--- config.mk ---
export PLATFORM = sky130hd
export DESIGN_NAME = dmac_regbank
export DESIGN_NICKNAME = d
export VERILOG_FILES = /design/src/rtl/dmac_pkg.sv /design/src/rtl/dmac_addr_dec.sv /design/src/rtl/dmac_chan.sv /design/src/rtl/dmac_regbank.sv
export SDC_FILE = /design/constraint.sdc
export NUM_CORES = 2
export LEC_CHECK = 0
export ABC_AREA = 1
export BUFFER_PORTS_ARGS = -buffer_cell sky130_fd_sc_hd__buf_2
export CORE_UTILIZATION = 31
export CTS_BUF_LIST = sky130_fd_sc_hd__clkbuf_8
export CTS_CLUSTER_DIAMETER = 150
export CTS_CLUSTER_SIZE = 24
export DETAILED_ROUTE_END_ITERATION = 7
export RECOVER_POWER = 25
export SLEW_MARGIN = 20
export SYNTH_ARGS = -nofsm -noshare
export SYNTH_HDL_FRONTEND = slang
export SYNTH_SLANG_ARGS = --single-unit
--- constraint.sdc ---
create_clock -name clk -period 3.4 [get_ports clk]
set_input_delay 0.34 -clock clk [delete_from_list [all_inputs] [get_ports clk]]
set_output_delay 0.34 -clock clk [all_outputs]
set_load 0.005 [all_outputs]
--- src/rtl/dmac_pkg.sv ---
package dmac_pkg;
  // register word indices (byte offset / 4)
  localparam logic [5:0] RI_DPTR  = 6'd0;
  localparam logic [5:0] RI_SDATA = 6'd22;
  localparam logic [5:0] RI_SBUF  = 6'd23;
  localparam logic [5:0] RI_GRP   = 6'd24;
  localparam logic [5:0] RI_GDOWN = 6'd31;
  localparam logic [5:0] RI_CMD   = 6'd32;
  localparam logic [5:0] RI_CFG   = 6'd33;
  localparam logic [5:0] RI_STAT  = 6'd34;
  localparam logic [5:0] RI_MASK  = 6'd35;
  localparam logic [5:0] RI_ACK   = 6'd36;
  localparam logic [5:0] RI_RAW   = 6'd37;
  localparam logic [5:0] RI_MSKD  = 6'd38;
  localparam logic [5:0] RI_SCMD  = 6'd39;

  // one-hot run state codes
  localparam logic [2:0] ST_RESET = 3'b001;
  localparam logic [2:0] ST_STOP  = 3'b010;
  localparam logic [2:0] ST_RUN   = 3'b100;

  localparam int WIN_BITS = 13;  // 8 KiB per channel
  localparam int SCMD_W   = 10;
endpackage

--- src/rtl/dmac_addr_dec.sv ---
module dmac_addr_dec #(
  parameter int NUM_CH = 4,
  parameter int CH_W   = 2,
  parameter int ADDR_W = 15
) (
  input  logic [ADDR_W-1:0] addr,
  input  logic [3:0]        be,
  output logic [CH_W-1:0]   ch_sel,
  output logic [5:0]        reg_idx,
  output logic              full_word,
  output logic              in_range
);
  import dmac_pkg::*;

  logic [ADDR_W-1:0] ch_field;
  logic              unused_bits;

  always_comb begin
    ch_field  = addr >> WIN_BITS;
    ch_sel    = ch_field[CH_W-1:0];
    in_range  = ch_field < ADDR_W'(NUM_CH);
    reg_idx   = addr[7:2];
    full_word = (be == 4'hF);
  end

  assign unused_bits = ^{addr[1:0]};
endmodule

--- src/rtl/dmac_chan.sv ---
module dmac_chan #(
  parameter int IRQ_W = 4,
  parameter int SRC_W = 8
) (
  input  logic             clk,
  input  logic             rst,
  input  logic             wr_en,
  input  logic [5:0]       wr_idx,
  input  logic [31:0]      wr_data,
  input  logic [5:0]       rd_idx,
  output logic [31:0]      rd_data,
  input  logic [IRQ_W-1:0] set_in,
  input  logic             go_in,
  input  logic             eol_in,
  input  logic [SRC_W-1:0] src_in,
  output logic [2:0]       state_o,
  output logic             irq_o,
  output logic             inval_o
);
  import dmac_pkg::*;

  logic [31:0]       p_dptr, p_sdata, p_sbuf, p_grp, p_gdown;
  logic [1:0]        cfg;
  logic              cmd;
  logic [SCMD_W-1:0] scmd;
  logic [IRQ_W-1:0]  mask, raw;
  logic [2:0]        state;
  logic              irq_q;

  logic [IRQ_W-1:0]  ack_v, mask_n, raw_n;
  logic [2:0]        state_n;
  logic              cfg_we;

  always_comb begin
    cfg_we = wr_en && (wr_idx == RI_CFG);
    ack_v  = (wr_en && wr_idx == RI_ACK) ? wr_data[IRQ_W-1:0] : '0;
    mask_n = (wr_en && wr_idx == RI_MASK) ? wr_data[IRQ_W-1:0] : mask;
    raw_n  = (raw & ~ack_v) | set_in;   // set pulses win over acknowledge
    state_n = state;
    if (go_in && cfg == 2'b01) state_n = ST_RUN;
    if (cfg_we) begin
      if (wr_data[1])  state_n = ST_STOP;
      if (!wr_data[0]) state_n = ST_RESET;  // disable has priority
    end
  end

  always_ff @(posedge clk) begin
    if (rst) begin
      p_dptr <= '0; p_sdata <= '0; p_sbuf <= '0; p_grp <= '0; p_gdown <= '0;
      cfg <= '0; cmd <= 1'b0; scmd <= '0;
      mask <= '0; raw <= '0; state <= ST_RESET; irq_q <= 1'b0;
    end else begin
      if (wr_en) begin
        unique case (wr_idx)
          RI_DPTR:  p_dptr  <= wr_data;
          RI_SDATA: p_sdata <= wr_data;
          RI_SBUF:  p_sbuf  <= wr_data;
          RI_GRP:   p_grp   <= wr_data;
          RI_GDOWN: p_gdown <= wr_data;
          RI_CMD:   cmd     <= wr_data[0];
          RI_CFG:   cfg     <= wr_data[1:0];
          RI_SCMD:  scmd    <= wr_data[SCMD_W-1:0];
          default: ;
        endcase
      end
      mask  <= mask_n;
      raw   <= raw_n;
      state <= state_n;
      irq_q <= |(raw_n & mask_n);
    end
  end

  always_comb begin
    inval_o = wr_en && (((wr_idx == RI_CMD) && (wr_data[31:1] != '0)) ||
                        ((wr_idx == RI_SCMD) && (wr_data[31:SCMD_W] != '0)));
    unique case (rd_idx)
      RI_DPTR:  rd_data = p_dptr;
      RI_SDATA: rd_data = p_sdata;
      RI_SBUF:  rd_data = p_sbuf;
      RI_GRP:   rd_data = p_grp;
      RI_GDOWN: rd_data = p_gdown;
      RI_CMD:   rd_data = {31'b0, cmd};
      RI_CFG:   rd_data = {30'b0, cfg};
      RI_STAT:  rd_data = {16'b0, src_in, 2'b0, eol_in, 2'b0, state};
      RI_MASK:  rd_data = 32'(mask);
      RI_RAW:   rd_data = 32'(raw);
      RI_MSKD:  rd_data = 32'(raw & mask);
      RI_SCMD:  rd_data = 32'(scmd);
      default:  rd_data = '0;  // acknowledge and holes read zero
    endcase
  end

  assign state_o = state;
  assign irq_o   = irq_q;

  // acknowledged causes are gone next cycle when nothing re-sets them
  p_ack_clear_r6: assert property (@(posedge clk) disable iff (rst)
    (wr_en && wr_idx == RI_ACK && set_in == '0) |=>
      ((raw & $past(wr_data[IRQ_W-1:0])) == '0));
  // a set pulse always lands
  p_set_wins_r7: assert property (@(posedge clk) disable iff (rst)
    (set_in != '0) |=> ((raw & $past(set_in)) == $past(set_in)));
  // line tracks masked causes
  p_irq_match_r8: assert property (@(posedge clk) disable iff (rst)
    irq_o == |(raw & mask));
  // disable write forces RESET
  p_cfg_rst_r3: assert property (@(posedge clk) disable iff (rst)
    (cfg_we && !wr_data[0]) |=> (state == ST_RESET));
  // state stays one-hot
  p_state_onehot_r3: assert property (@(posedge clk) disable iff (rst)
    $countones(state) == 1);
  // start with enable and no stop reaches RUNNING
  p_go_run_r4: assert property (@(posedge clk) disable iff (rst)
    (go_in && cfg == 2'b01 && !cfg_we) |=> (state == ST_RUN));
endmodule

--- src/rtl/dmac_regbank.sv ---
module dmac_regbank #(
  parameter int NUM_CH = 4,
  parameter int IRQ_W  = 4,
  parameter int ADDR_W = 13 + ((NUM_CH > 1) ? $clog2(NUM_CH) : 1)
) (
  input  logic                    clk,
  input  logic                    rst,
  input  logic                    bus_wr,
  input  logic                    bus_rd,
  input  logic [ADDR_W-1:0]       bus_addr,
  input  logic [3:0]              bus_be,
  input  logic [31:0]             bus_wdata,
  output logic [31:0]             bus_rdata,
  output logic                    bus_rvalid,
  output logic                    bus_err,
  output logic                    bus_inval,
  input  logic [NUM_CH*IRQ_W-1:0] eng_irq_set,
  input  logic [NUM_CH-1:0]       eng_go,
  input  logic [NUM_CH-1:0]       eng_eol,
  input  logic [NUM_CH*8-1:0]     eng_src,
  output logic [NUM_CH*3-1:0]     ch_state,
  output logic [NUM_CH-1:0]       irq
);
  localparam int CH_W  = (NUM_CH > 1) ? $clog2(NUM_CH) : 1;
  localparam int SRC_W = 8;

  logic [CH_W-1:0] ch_sel;
  logic [5:0]      reg_idx;
  logic            full_word, in_range, wr_ok;
  logic [31:0]     ch_rd [NUM_CH];
  logic [NUM_CH-1:0] ch_inval;

  dmac_addr_dec #(.NUM_CH(NUM_CH), .CH_W(CH_W), .ADDR_W(ADDR_W)) i_dec (
    .addr(bus_addr), .be(bus_be), .ch_sel(ch_sel), .reg_idx(reg_idx),
    .full_word(full_word), .in_range(in_range));

  assign wr_ok = bus_wr && full_word && in_range;

  for (genvar g = 0; g < NUM_CH; g++) begin : g_ch
    dmac_chan #(.IRQ_W(IRQ_W), .SRC_W(SRC_W)) i_chan (
      .clk(clk), .rst(rst),
      .wr_en(wr_ok && (ch_sel == CH_W'(g))),
      .wr_idx(reg_idx), .wr_data(bus_wdata),
      .rd_idx(reg_idx), .rd_data(ch_rd[g]),
      .set_in(eng_irq_set[g*IRQ_W +: IRQ_W]),
      .go_in(eng_go[g]), .eol_in(eng_eol[g]),
      .src_in(eng_src[g*SRC_W +: SRC_W]),
      .state_o(ch_state[g*3 +: 3]), .irq_o(irq[g]),
      .inval_o(ch_inval[g]));
  end

  always_ff @(posedge clk) begin
    if (rst) begin
      bus_rdata <= '0; bus_rvalid <= 1'b0; bus_err <= 1'b0; bus_inval <= 1'b0;
    end else begin
      bus_rvalid <= bus_rd;
      bus_err    <= (bus_wr || bus_rd) && !full_word;
      bus_inval  <= |ch_inval;
      bus_rdata  <= (bus_rd && full_word && in_range) ? ch_rd[ch_sel] : '0;
    end
  end

  // a narrow access reports an error next cycle
  p_narrow_err_r10: assert property (@(posedge clk) disable iff (rst)
    ((bus_wr || bus_rd) && bus_be != 4'hF) |=> bus_err);
  // a narrow read never returns data
  p_narrow_zero_r10: assert property (@(posedge clk) disable iff (rst)
    (bus_rd && bus_be != 4'hF) |=> (bus_rdata == '0));
  // read data valid follows the request by one cycle
  p_rvalid_r1: assert property (@(posedge clk) disable iff (rst)
    bus_rd |=> bus_rvalid);
endmodule

Word level (Yosys, flattened, before mapping). Cells that the tools add are included.

Register bits: 775. Output and inout port bits: 51. Logic and storage cells: 203.

Magnitude comparators: 2. Eq/ne operators: 20. Muxes and demuxes: 31. Bitwise operators: 22. Reduce and logical (&&, ||, !) cells: 76.

Operator list (count): 32-bit case mux with 12 select lines (4); 32-bit binary-select mux with 2-bit select (1); 32-bit 2-to-1 mux (2); 2-bit AND reduction (32); 4-bit AND (12); 6-bit equality test, second input constant (8); 3-bit 2-to-1 mux (16); 4-bit 2-to-1 mux (8); 1-bit logical AND (31); 31-bit nonzero test (1); 6-bit by 5-bit equality test with 1-bit output, second input constant (4); 22-bit nonzero test (1); 4-bit OR reduction (5); 4-bit inverter (4); 4-bit bitwise OR (4); 2-bit by 1-bit equality test with 1-bit output, second input constant (5); 6-bit logical NOT (1); 2-bit equality test, second input constant (2); 4-bit equality test, second input constant (1); 3-bit >= comparator, second input constant (1); 2-bit by 3-bit < comparator with 1-bit output, second input constant (1); 2-bit inverter with 3-bit output (1); 2-bit logical NOT (1); 1-bit logical OR (2); 3 further kinds (3).

Logic depth before layout (Yosys ltp).
Depth after elaboration: 11. Mapped depth: 14. Gate-level depth less buffers: 13.

Modules after synthesis. From an unflattened synthesis, not the netlist that was laid out.

Cells, all modules: 4570. Area total of the unflattened synthesis: 33968.8 um^2.

Modules (own cells, without submodules): dmac_chan (times used 4, cells each 1056, area an instance 7971.4 um^2); dmac_regbank (times used 1, cells each 333, area an instance 2000.7 um^2); dmac_addr_dec (times used 1, cells each 13, area an instance 82.6 um^2).

Worst setup path before layout. No wires, ideal clock.

Kind: in2reg. From: input bus_be[2]. To: register g_ch[1].i_chan.irq_q. Setup time: 128 ps. Data arrival time: 1636 ps. Data required time: 3272 ps. Slack: 1637 ps. Stages: 12. Path buffers: 1. Cells stage by stage: nand2_1 nor2_4 nand2_2 nor2_2 inv_2 buf_4 nor2_1 o21ai_0 nand2_1 nand2_1 nor2_1 nor2_1.

Cells in the longest elaborated chain, start to end: 11. Elaborated cells on any way between the ends: 13. Classes of those cells: eq/ne (1); mux (2); bitwise (4); reduce/logical (6).

RTL lines: from (decl) (RTL line dmac_regbank.sv:11) `input logic [3:0] bus_be,`; 4-bit equality test (*) (RTL line dmac_addr_dec.sv:23) `full_word = (be == 4'hF);`; 1-bit logical AND (*) (2 in series) (RTL line dmac_regbank.sv:37) `assign wr_ok = bus_wr && full_word && in_range;`; 1-bit logical AND (*) (RTL line dmac_regbank.sv:42) `.wr_en(wr_ok && (ch_sel == CH_W'(g))),`; 1-bit logical AND (RTL line dmac_chan.sv:36) `ack_v = (wr_en && wr_idx == RI_ACK) ? wr_data[IRQ_W-1:0] : '0;`; 4-bit 2-to-1 mux (RTL line dmac_chan.sv:36); 4-bit inverter (RTL line dmac_chan.sv:38) `raw_n = (raw & ~ack_v) | set_in;`; 4-bit AND (RTL line dmac_chan.sv:38); 4-bit bitwise OR (RTL line dmac_chan.sv:38); 4-bit AND (*) (RTL line dmac_chan.sv:69) `irq_q <= |(raw_n & mask_n);`; 4-bit OR reduction (*) (RTL line dmac_chan.sv:69); to (signal assigned) (RTL line dmac_chan.sv:69); to (decl) (RTL line dmac_chan.sv:28) `logic irq_q;`.

Every way passes the cells marked *; elsewhere a longest branch is shown, timed or not. A chain may end at the register's enable or synchronous reset.

Worst setup path in the final report.
From: input bus_addr[7]. To: register bus_rdata[6].

Cells in the longest elaborated chain, start to end: 5. Elaborated cells on any way between the ends: 19. Classes of those cells: eq/ne (11); mux (7); reduce/logical (1).

RTL lines: from (decl) (RTL line dmac_regbank.sv:10) `input logic [ADDR_W-1:0] bus_addr,`; 6-bit equality test, or another cell as far along (RTL line dmac_chan.sv:76) `unique case (rd_idx)`; 32-bit case mux with 12 select lines (RTL line dmac_chan.sv:76); 32-bit binary-select mux with 2-bit select (*) (RTL line dmac_regbank.sv:59) `bus_rdata <= (bus_rd && full_word && in_range) ? ch_rd[ch_sel] : '0;`; 32-bit 2-to-1 mux (implied by the code) (*) (2 in series) (RTL line dmac_regbank.sv:59); to (signal assigned) (RTL line dmac_regbank.sv:59); to (decl) (RTL line dmac_regbank.sv:13) `output logic [31:0] bus_rdata,`.

Every way passes the cells marked *; elsewhere a longest branch is shown, timed or not. The select of a mux whose other input is x is not followed.

==> out/metrics.yaml <==
cells_and_area:
  area_growth_pct: 9.27
  final_cell_area_um2: 35100
  layout.nets: 4479
  drive_above_1_share_pct: 7.48
  layout_commonest_cell: "nand2_1"
  fin_util_pct: 34.3
  final_cell_mix: "nand2_1 (971), a21oi_1 (797), dfxtp_1 (775)"
  finalNonFillerCells: 5739
timing:
  maxSlewHeadroom_pct: 25.6
  post-route-min-period_ns: 2.72
  hold_viol_final: 0
  slew_violations: 0
  final.setup.tns_ns: 0
  tightestPinTransition_ns: 1.11
  whs_ns: 0.0670
  setup_ws_ns: 0.679
  setup_viol: 0
  clock_skew_ns: 0.0315
  fmaxAchievable_mhz: 368
  grt_setup_unrepaired: "false"
  fin_crit_sh_pct: 80.0
global_route:
  grt_pass1_wl_um: 167000
  antenna_found_initial: 3
  grt_max_degree: 113
  first_global_vias: 26500
  overflow: 0
  grt_use_total_pct: 20.7
clocking:
  clk_latency_ns: 0.73
  cts-root-buf: "clkbuf_8"
  cts_buffer_depth: 3
  clock_sinks: 775
  cts_tree: "done"
  cts_made_buffers: 38
  htreeDepth: 2
  clk_pin_slew_worst_paths_ns: 0.14
  cts_repair_resize_count: 0
power_and_ir_drop:
  seqPwrFrac_pct: 65.4
  pwr-share-comb_pct: 6.1
  internal_power_mw: 10.4
  power_mw: 13.9
  p_leak_nw: 13.8
  vdd_drop_max_mv: 0.279
  power_frac_clock_pct: 28.5
  swShare_pct: 25.5
  p_sw_mw: 3.55
  powerDensity_nw_per_um2: 397
routing:
  first_pass_iters: 6
  drc: 0
  drt_iter0_markers: 3176
  drt-total-wl_um: 112000
  wire_per_inst_um: 19.5
  drtAntennaViolNets: 0
  vias_per_cell: 5.20
  num_vias: 29900
synthesis:
  synth_top_family_by_area: "compound AO/OA/AOI/OAI gates"
  synth_edf_count: 0
  synth_seq_area_share_pct: 48.3
  synth_area_um2: 32100
  synth_cell_types: 34
  synth_area_leaders: "dfxtp_1 (48%), a21oi_1 (12%), nand2_1 (11%)"
  yosysTopAreaCell: "dfxtp_1"
  async_reset_ff_share_pct: 0
  syn_inst: 4410
  yosysTopAreaCellShare_pct: 48.3
  synthSimpleGateAreaFrac_pct: 19.7
  synth_compound_area_share_pct: 24.9
  muxShareOfSynthArea_pct: 0
  ys_ff_latch: 775
  synth-main-ff-cell: "dfxtp_1"
  yosys.area_share.adder_pct: 0
  yosys_warnings: 0
  synth_xor_xnor_area_share_pct: 0
  syn-num-nets: 4521
  syn_area_per_cell_um2: 7.28
placement:
  gp_congestion: 0.905
  dp_hpwl_um: 66800
  dp.cells: 5668
  pre_cts_ws_ns: 0.710
  io_buffers: 154
  place_area_um2: 34300
floorplanning:
  die_h_um: 324
  ios: 162
  die_width_um: 324
  initial_core_util_pct: 31.4
  dieArea_um2: 105000
  core_um2: 102000
  num_rows: 117
setup_path:
  crit_path_end_kind: "flip-flop"
  rr_startpoint: "g_ch[0].i_chan.scmd[8]$_SDFFE_PP0P_"
  critPathKind: "in -> reg"
  endpoint: "bus_rdata[6]$_SDFF_PP0_"
  cp_max_fo: 10
  r2r_cells: 6
  crit_start: "bus_addr[7]"
  cp.required_ns: 3.97
  crit_path_start_kind: "primary input"
  reg2reg_to: "bus_rdata[8]$_SDFF_PP0_"
  reg2reg_slack_ns: 2.05
  crit_arrival_ns: 3.29
hold_path:
  min_path_cells: 5
  min_path_type: "in -> reg"
outcome:
  outcome: "completed"
flow_run:
  maxCapViolations: 0
## how the worst min path moves through the flow
stage / startpoint / end / slack [ns]
2_1_floorplan: rst / bus_rvalid$_SDFF_PP0_ / 0.42
5_1_grt: eng_src[11] / bus_rdata[11]$_SDFF_PP0_ / 0.05
3_3_place_gp: g_ch[0].i_chan.cfg[1]$_SDFFE_PP0P_ / g_ch[0].i_chan.cfg[1]$_SDFFE_PP0P_ / 0.48
6_report: eng_src[11] / bus_rdata[11]$_SDFF_PP0_ / 0.07
3_5_place_dp: g_ch[0].i_chan.cfg[1]$_SDFFE_PP0P_ / g_ch[0].i_chan.cfg[1]$_SDFFE_PP0P_ / 0.48
4_1_cts: eng_src[23] / bus_rdata[15]$_SDFF_PP0_ / 0.03
## kinds of logic (layout without fill, tap and decap cells)
| group | Yosys count | in the layout |
|---|---|---|
| compound gates | 1575 | 1575 |
| other cells | 0 | 2 |
| simple gates | 1504 | 1504 |
| flops | 775 | 775 |
| buf+inv | 556 | 515 |
## sequential cells by signal, summed over array words and instances, names as in the netlist
name,flops
g_ch.i_chan.raw,16
g_ch.i_chan.p_gdown,128
g_ch.i_chan.p_sbuf,128
bus_inval,1
g_ch.i_chan.irq_o,4
bus_rvalid,1
bus_rdata,32
bus_err,1
g_ch.i_chan.scmd,40
g_ch.i_chan.p_grp,128
g_ch.i_chan.state_o,12
g_ch.i_chan.p_dptr,128
g_ch.i_chan.p_sdata,128
g_ch.i_chan.cmd,4
g_ch.i_chan.mask,16
g_ch.i_chan.cfg,8
## power groups by stage
| stage | combinational [mW] | sequential, mW | clock, mW |
|---|---|---|---|
| after floorplan | 0.438 | 9.31 | 0 |
| after global placement | 0.809 | 9.31 | 0 |
| after detailed placement | 0.806 | 9.31 | 0 |
| after CTS | 0.834 | 9.11 | 4.07 |
| final | 0.846 | 9.11 | 3.98 |
| after global routing | 0.888 | 9.12 | 4.37 |
## cells in the mapped netlist (2+ instances only)
master    instances
nand2_1         970
a21oi_1         797
dfxtp_1         775
o21ai_0         691
clkbuf_1        229
nor2_1          224
nand3_1         182
inv_1           157
buf_2           127
nand4_1          56
o21ai_1          48
nor2_2           20
a22oi_1          19
nor2_4           18
buf_1            15
inv_2            14
nand3b_1         10
nor3_1           10
buf_4             8
o211ai_1          8
nand2_2           6
a311oi_1          4
clkbuf_2          4
a21boi_0          3
nor4_1            3
a211oi_1          2
and3_1            2
clkinv_1          2
## routing by layer
| layer | routed length, µm | share of wire, % | up-vias | track usage [%] |
|---|---|---|---|---|
| met5 | 0 | 0 | - | 0 |
| met4 | 1990 | 1.8 | 0 | 4.53 |
| met3 | 8570 | 7.7 | 109 | 2.55 |
| met2 | 48900 | 44 | 1160 | 32.1 |
| met1 | 52400 | 47 | 14000 | 30.6 |
| li1 | - | - | 14600 | - |
## final cells by class
type	count	area, µm²
Clock inverter	2	27.5
Antenna cell	2	5.00
Inverter	173	664
Sequential cell	775	15500
Fill cell	11000	67100
Timing Repair Buffer	301	2260
Multi-Input combinational cell	3079	14300
Clock buffer	39	537
Tap cell	1368	1710
## what timing repair did
| action | 4_1_cts | 5_1_grt |
|---|---|---|
| setup buffers | 0 | 0 |
| endpoints found under the hold margin | 32 | 0 |
| hold buffers | 28 | 0 |
## worst max-delay path: stages
cell      delay (ns)
clkbuf_1        0.26
clkinv_1        0.14
nor2_1          0.53
clkbuf_1        0.50
nand2_1         0.14
clkbuf_1        0.43
o21ai_0         0.34
nor2_1          0.07
nand3b_1        0.08
a21oi_1         0.10
nor2_1          0.37
(Power assumes the default switching activity.)
